--- config.mk ---
export PLATFORM = sky130hd
export DESIGN_NAME = sck_prescaler
export DESIGN_NICKNAME = d
export VERILOG_FILES = /design/src/rtl/sck_pkg.sv /design/src/rtl/sck_base_tick.sv /design/src/rtl/sck_half_counter.sv /design/src/rtl/sck_phase_gen.sv /design/src/rtl/sck_prescaler.sv
export SDC_FILE = /design/constraint.sdc
export NUM_CORES = 1
export LEC_CHECK = 0
export ABC_CLOCK_PERIOD_IN_PS = 2150
export BUFFER_PORTS_ARGS = -buffer_cell sky130_fd_sc_hd__buf_2
export CAP_MARGIN = 20
export CORE_UTILIZATION = 25
export DETAILED_ROUTE_END_ITERATION = 6
export HOLD_SLACK_MARGIN = 0.15
export SLEW_MARGIN = 20
export SYNTH_ARGS = -nofsm -noshare
export SYNTH_HDL_FRONTEND = slang
export SYNTH_HIERARCHICAL = 1
export SYNTH_SLANG_ARGS = --single-unit
--- constraint.sdc ---
create_clock -name clk -period 2.15 [get_ports clk]
set_input_delay 0.1075 -clock clk [delete_from_list [all_inputs] [get_ports clk]]
set_output_delay 0.1075 -clock clk [all_outputs]
set_load 0.005 [all_outputs]
--- src/rtl/sck_pkg.sv ---
package sck_pkg;

    localparam int SCK_MOD_W   = 4;
    localparam int SCK_PRE_DIV = 16;

    typedef struct packed {
        logic lead;
        logic trail;
    } sck_edge_t;

    // Count value at which a half period ends: 2*(m+1)-1 == {m,1}
    function automatic logic [SCK_MOD_W:0] half_terminal(input logic [SCK_MOD_W-1:0] m);
        return {m, 1'b1};
    endfunction

endpackage

--- src/rtl/sck_base_tick.sv ---
module sck_base_tick #(
    parameter int PRE_DIV = 16
) (
    input  logic clk,
    input  logic rst,
    input  logic run,
    input  logic slow_en,
    output logic tick
);
    localparam int PRE_W = (PRE_DIV > 1) ? $clog2(PRE_DIV) : 1;

    generate
        if (PRE_DIV > 1) begin : g_pre
            logic [PRE_W-1:0] pre_cnt;
            logic             pre_wrap;

            assign pre_wrap = (pre_cnt == PRE_W'(PRE_DIV - 1));

            always_ff @(posedge clk) begin
                if (rst || !run) begin
                    pre_cnt <= '0;
                end else if (pre_wrap) begin
                    pre_cnt <= '0;
                end else begin
                    pre_cnt <= pre_cnt + 1'b1;
                end
            end

            assign tick = run && (!slow_en || pre_wrap);
        end else begin : g_nopre
            assign tick = run;
        end
    endgenerate

endmodule

--- src/rtl/sck_half_counter.sv ---
module sck_half_counter
    import sck_pkg::*;
#(
    parameter int MOD_W = SCK_MOD_W
) (
    input  logic             clk,
    input  logic             rst,
    input  logic             run,
    input  logic             tick,
    input  logic [MOD_W-1:0] modulus,
    output logic             toggle
);
    localparam int CNT_W = MOD_W + 1;

    logic [CNT_W-1:0] half_cnt;
    logic [CNT_W-1:0] term;
    logic             at_end;

    assign term   = {modulus, 1'b1};
    assign at_end = (half_cnt >= term);
    assign toggle = run && tick && at_end;

    always_ff @(posedge clk) begin
        if (rst || !run) begin
            half_cnt <= '0;
        end else if (tick) begin
            if (at_end) begin
                half_cnt <= '0;
            end else begin
                half_cnt <= half_cnt + 1'b1;
            end
        end
    end

endmodule

--- src/rtl/sck_phase_gen.sv ---
module sck_phase_gen
    import sck_pkg::*;
(
    input  logic      clk,
    input  logic      rst,
    input  logic      run,
    input  logic      toggle,
    input  logic      idle_high,
    output logic      sclk,
    output sck_edge_t edges
);
    logic      active_q;
    sck_edge_t edge_q;

    always_ff @(posedge clk) begin
        if (rst || !run) begin
            active_q <= 1'b0;
            edge_q   <= '0;
        end else begin
            edge_q.lead  <= toggle && !active_q;
            edge_q.trail <= toggle && active_q;
            if (toggle) begin
                active_q <= !active_q;
            end
        end
    end

    assign sclk  = idle_high ^ active_q;
    assign edges = edge_q;

endmodule

--- src/rtl/sck_prescaler.sv ---
module sck_prescaler
    import sck_pkg::*;
#(
    parameter int MOD_W   = SCK_MOD_W,
    parameter int PRE_DIV = SCK_PRE_DIV
) (
    input  logic             clk,
    input  logic             rst,
    input  logic             run,
    input  logic [MOD_W-1:0] modulus,
    input  logic             slow_en,
    input  logic             idle_high,
    output logic             sclk,
    output logic             lead_stb,
    output logic             trail_stb
);
    logic      base_tick;
    logic      half_toggle;
    sck_edge_t edges;

    sck_base_tick #(.PRE_DIV(PRE_DIV)) u_tick (
        .clk     (clk),
        .rst     (rst),
        .run     (run),
        .slow_en (slow_en),
        .tick    (base_tick)
    );

    sck_half_counter #(.MOD_W(MOD_W)) u_half (
        .clk     (clk),
        .rst     (rst),
        .run     (run),
        .tick    (base_tick),
        .modulus (modulus),
        .toggle  (half_toggle)
    );

    sck_phase_gen u_phase (
        .clk       (clk),
        .rst       (rst),
        .run       (run),
        .toggle    (half_toggle),
        .idle_high (idle_high),
        .sclk      (sclk),
        .edges     (edges)
    );

    assign lead_stb  = edges.lead;
    assign trail_stb = edges.trail;

endmodule

==> impl_summary.log <==
[metrics] number of max-capacitance violations reported: 0
[metrics] RSZ-0062 raised after global routing: no
[metrics] Setup TNS Final: 0 ns
[metrics] required time of the critical path: 2.35 ns
[metrics] Compound-Gate Fraction of Synth Area: 0.145
[metrics] fraction of layout instances using a drive strength above 1: 0.316
[metrics] slowest cell on the critical path: sky130_fd_sc_hd__dfxtp_1
[metrics] largest net degree at the start of global routing: 12
[metrics] latest clock arrival within the worst-skew pair: 0.27 ns
[metrics] portion of netlist area occupied by mux cells: 0.0161
[metrics] maximum level of the CTS H-tree: 1
[metrics] Avg Inst Size Synth: ~10 sq um
[metrics] number of gates given a new drive strength after cts: 0
[metrics] combined global-route utilization of all metal layers: 0.0900
[metrics] Slowest Stage Delay on Critical Path: ~0.34 ns
[metrics] Max transition margin: 0.839
[metrics] category of the worst setup path launch point: flop
[metrics] total length of routed wires: 1040 microns
[metrics] number of buffer and inverter stages on the critical path: 0
[metrics] proportion of netlist area held by the largest area contributor: 0.386
[metrics] Synth Instances: 60
[metrics] peak clock frequency supported by timing: between 600 and 700 MHz
[metrics] met1 demand-to-capacity share in global routing: 0.111
[metrics] commonest cells in the netlist: sky130_fd_sc_hd__dfxtp_1, sky130_fd_sc_hd__ha_1, sky130_fd_sc_hd__inv_1
[metrics] Largest delay share family, worst path: simple AND/OR/NAND/NOR gates
[metrics] number of synthesized flops with an enable pin: 0
[metrics] Filler Cells Inserted: 236
[metrics] CTS tree: yes
[metrics] final routed DRC violation total: 0
[metrics] boundary pin count: 12
[metrics] post-synthesis share of cell area spent on full adders, half adders and majority gates: 0.120
[metrics] most repeated cell in the gate-level netlist after synthesis: sky130_fd_sc_hd__dfxtp_1
[metrics] top cells by area in the synthesized netlist: sky130_fd_sc_hd__dfxtp_1, sky130_fd_sc_hd__ha_1, sky130_fd_sc_hd__xor2_1
[metrics] antenna violations before repair: 0
[metrics] gp weighted congestion: between 0.7 and 0.8
[metrics] met3 usage: 0.0175
[metrics] Tcrit/Tclk final: 0.744
[metrics] total of warnings raised by yosys: 6
[metrics] arrival time of the worst setup path: around 1.8 ns
[metrics] DRC violation total after the first TritonRoute iteration: 4
[metrics] leakage power total: roughly 0.33 nW
[metrics] count of input and output buffers: 11
[metrics] starting density of the core: 0.274
[metrics] total inserted antenna cells: 0
[metrics] final setup violation count: 0
[metrics] Synth area leader: sky130_fd_sc_hd__dfxtp_1
[metrics] clock sink total: 12
[metrics] Final Net Count: 92
[metrics] class of the tightest hold or removal check: input pin to flop
[metrics] wire length of the first global-routing pass: around 1800 microns
[metrics] run status: finished, final reports clean
[metrics] post-layout min period: 1.60 ns
[metrics] Final Max Slew Viols: 0
[metrics] met2 usage in global routing: 0.143
[metrics] number of detailed-routing iterations run before antenna repair: 4
[metrics] transition time at the pin with the least slew margin: between 0.2 and 0.25 ns
[metrics] Unique masters post-synth: 26
[metrics] Avg WL per Cell: about 10 microns
[metrics] count of vias placed by the detailed router: 462
[metrics] aggregate global routing overflow: 0
[metrics] global-route layer with the greatest usage: met2
[metrics] number of global-route vias before repair: 435
[metrics] count of antenna-violating nets left after detailed routing: 0
[metrics] leading register cell type out of synthesis: sky130_fd_sc_hd__dfxtp_1
[metrics] average vias per placed instance: ~4.4
[metrics] maximum VDD drop: about 250 uV
[metrics] post-synthesis sequential area ratio: 0.386
[metrics] simple-gate portion of the synthesized area: 0.187
[metrics] Worst Skew: 0.00120 ns
[metrics] Die X: 51.9 microns
[metrics] clock transition at the register clock pins on the worst setup and hold paths after CTS: ~0.08 ns
[metrics] dominant combinational cell family by area after synthesis: simple AND/OR/NAND/NOR gates
[metrics] total standard cell area after synthesis: slightly above 600 sq um
[metrics] buffers from clock root to sink, at most: 2
[metrics] Area Overhead vs Synth: 21.9%
[metrics] sequence of cells on the critical path: ha_1 -> a211oi_2 -> o21ai_2 -> and3_2 -> xnor2_1 -> nor3b_2
[metrics] library cell used as clock root buffer: sky130_fd_sc_hd__clkbuf_4
[metrics] Critical Path End Type: flop
[metrics] final hold viol count: 0
[metrics] R2R Setup Slk: approximately 0.55 ns
[metrics] cell area after layout: 759 sq um
[metrics] Power per Cell Area: 577 nW/um^2
[metrics] Num CTS Buffers: 3
[metrics] maximum fanout along the worst path: 5
[metrics] floorplan die height: 51.9 microns
[metrics] Total Die Area: approximately 2700 sq um
[metrics] half-perimeter wire length after placement: ~790 microns
[metrics] total placed instance area: roughly 710 sq um
[metrics] core region area: 2280 sq um
[metrics] fraction of synthesis flops using an asynchronous set or reset pin: 0
[metrics] row count: 17
[metrics] Post-Synth XOR/XNOR Area: 0.0984
[metrics] synthesis-stage register bit count: 12
[metrics] synthesized net count: 75
[metrics] critical path class: flop to flop
[final cells by class]
cell class,instances,area [sq um],area share
multi-input combinational,41,353,0.465
timing repair buffer,13,72.6,0.0956
tap,28,35.0,0.0461
clock buffer,4,36.3,0.0478
inverter,6,22.5,0.0297
sequential,12,240,0.316
[worst register-to-register path, stage by stage, from the launching register on]
cell and delay [ns]:
sky130_fd_sc_hd__dfxtp_1 0.34, sky130_fd_sc_hd__ha_1 0.28, sky130_fd_sc_hd__a211oi_2 0.27, sky130_fd_sc_hd__o21ai_2 0.11
sky130_fd_sc_hd__and3_2 0.25, sky130_fd_sc_hd__xnor2_1 0.13, sky130_fd_sc_hd__nor3b_2 0.15
[where the power goes]
| group | total, W | leakage (nW) | switching (W) | internal, W |
|---|---|---|---|---|
| clock network | 0.000177 | 0.0210 | 0.0000740 | 0.000103 |
| registers | 0.000227 | 0.0970 | 0.00000218 | 0.000225 |
| logic | 0.0000345 | 0.210 | 0.0000173 | 0.0000172 |
| total | 0.000438 | 0.328 | 0.0000935 | 0.000345 |
[logic make-up (layout without fill, tap and decap cells)]
group	Yosys count	after routing
DFF	12	12
xor gates and xnor gates	7	7
and+or+nand+nor	16	16
muxes	1	1
AOI/OAI and AO/OA	11	11
adders and majority gates	6	6
buffers and inverters	7	23
[cell usage in the layout (no fill, tap or decap), drive strengths merged]
master	count
dlygate4sd3	1
a21oi	2
nand4	2
xnor2	2
clkbuf	4
inv	6
nor2	3
o2111ai	1
buf	12
nand3b	1
nor3b	2
and4b	1
o211ai	1
and3	1
dfxtp	12
and4bb	1
a21boi	1
a211oi	5
ha	6
or2b	1
o21ai	1
nand2	1
xor2	5
mux2i	1
nand2b	1
nand3	2
[state kept, by name, summed over array words and instances (netlist names)]
register	count
u_half/half_cnt	5
u_phase/edges	2
u_phase/active_q	1
u_tick/g_pre.pre_cnt	4
[routing by layer]
layer / up-vias / share of wire
li1: 247 / -
met1: 204 / 0.52
met2: 11 / 0.43
met3: 0 / 0.047
met4: 0 / 0
met5: - / 0
[stage by stage]
stage	utilization	total power [W]	cells	hold slack, ns	setup slack [ns]
6_report	0.334	0.000438	104	0.169	0.550
3_3_place_gp	0.313	0.000264	99	0.352	0.590
2_1_floorplan	-	0.000251	60	0.177	0.638
3_5_place_dp	0.313	0.000266	99	0.357	0.574
5_1_grt	0.334	0.000462	104	0.163	0.414
4_1_cts	0.334	0.000446	104	0.161	0.542
[repair_timing]
item / CTS / global route
hold endpoints to repair: 2 / 0
hold buffers: 1 / 0
buffers inserted: 0 / 0
[path summary, 6_finish.rpt]
check / start / to / cells after the start
max reg2reg: u_half/half_cnt[1] / u_phase/active_q / 6
min reg2reg: u_tick/g_pre.pre_cnt[0] / u_tick/g_pre.pre_cnt[0] / 1
min: run / u_tick/g_pre.pre_cnt[2] / 2
max: u_half/half_cnt[1] / u_phase/active_q / 6
Power figures use the tool's default switching activity.
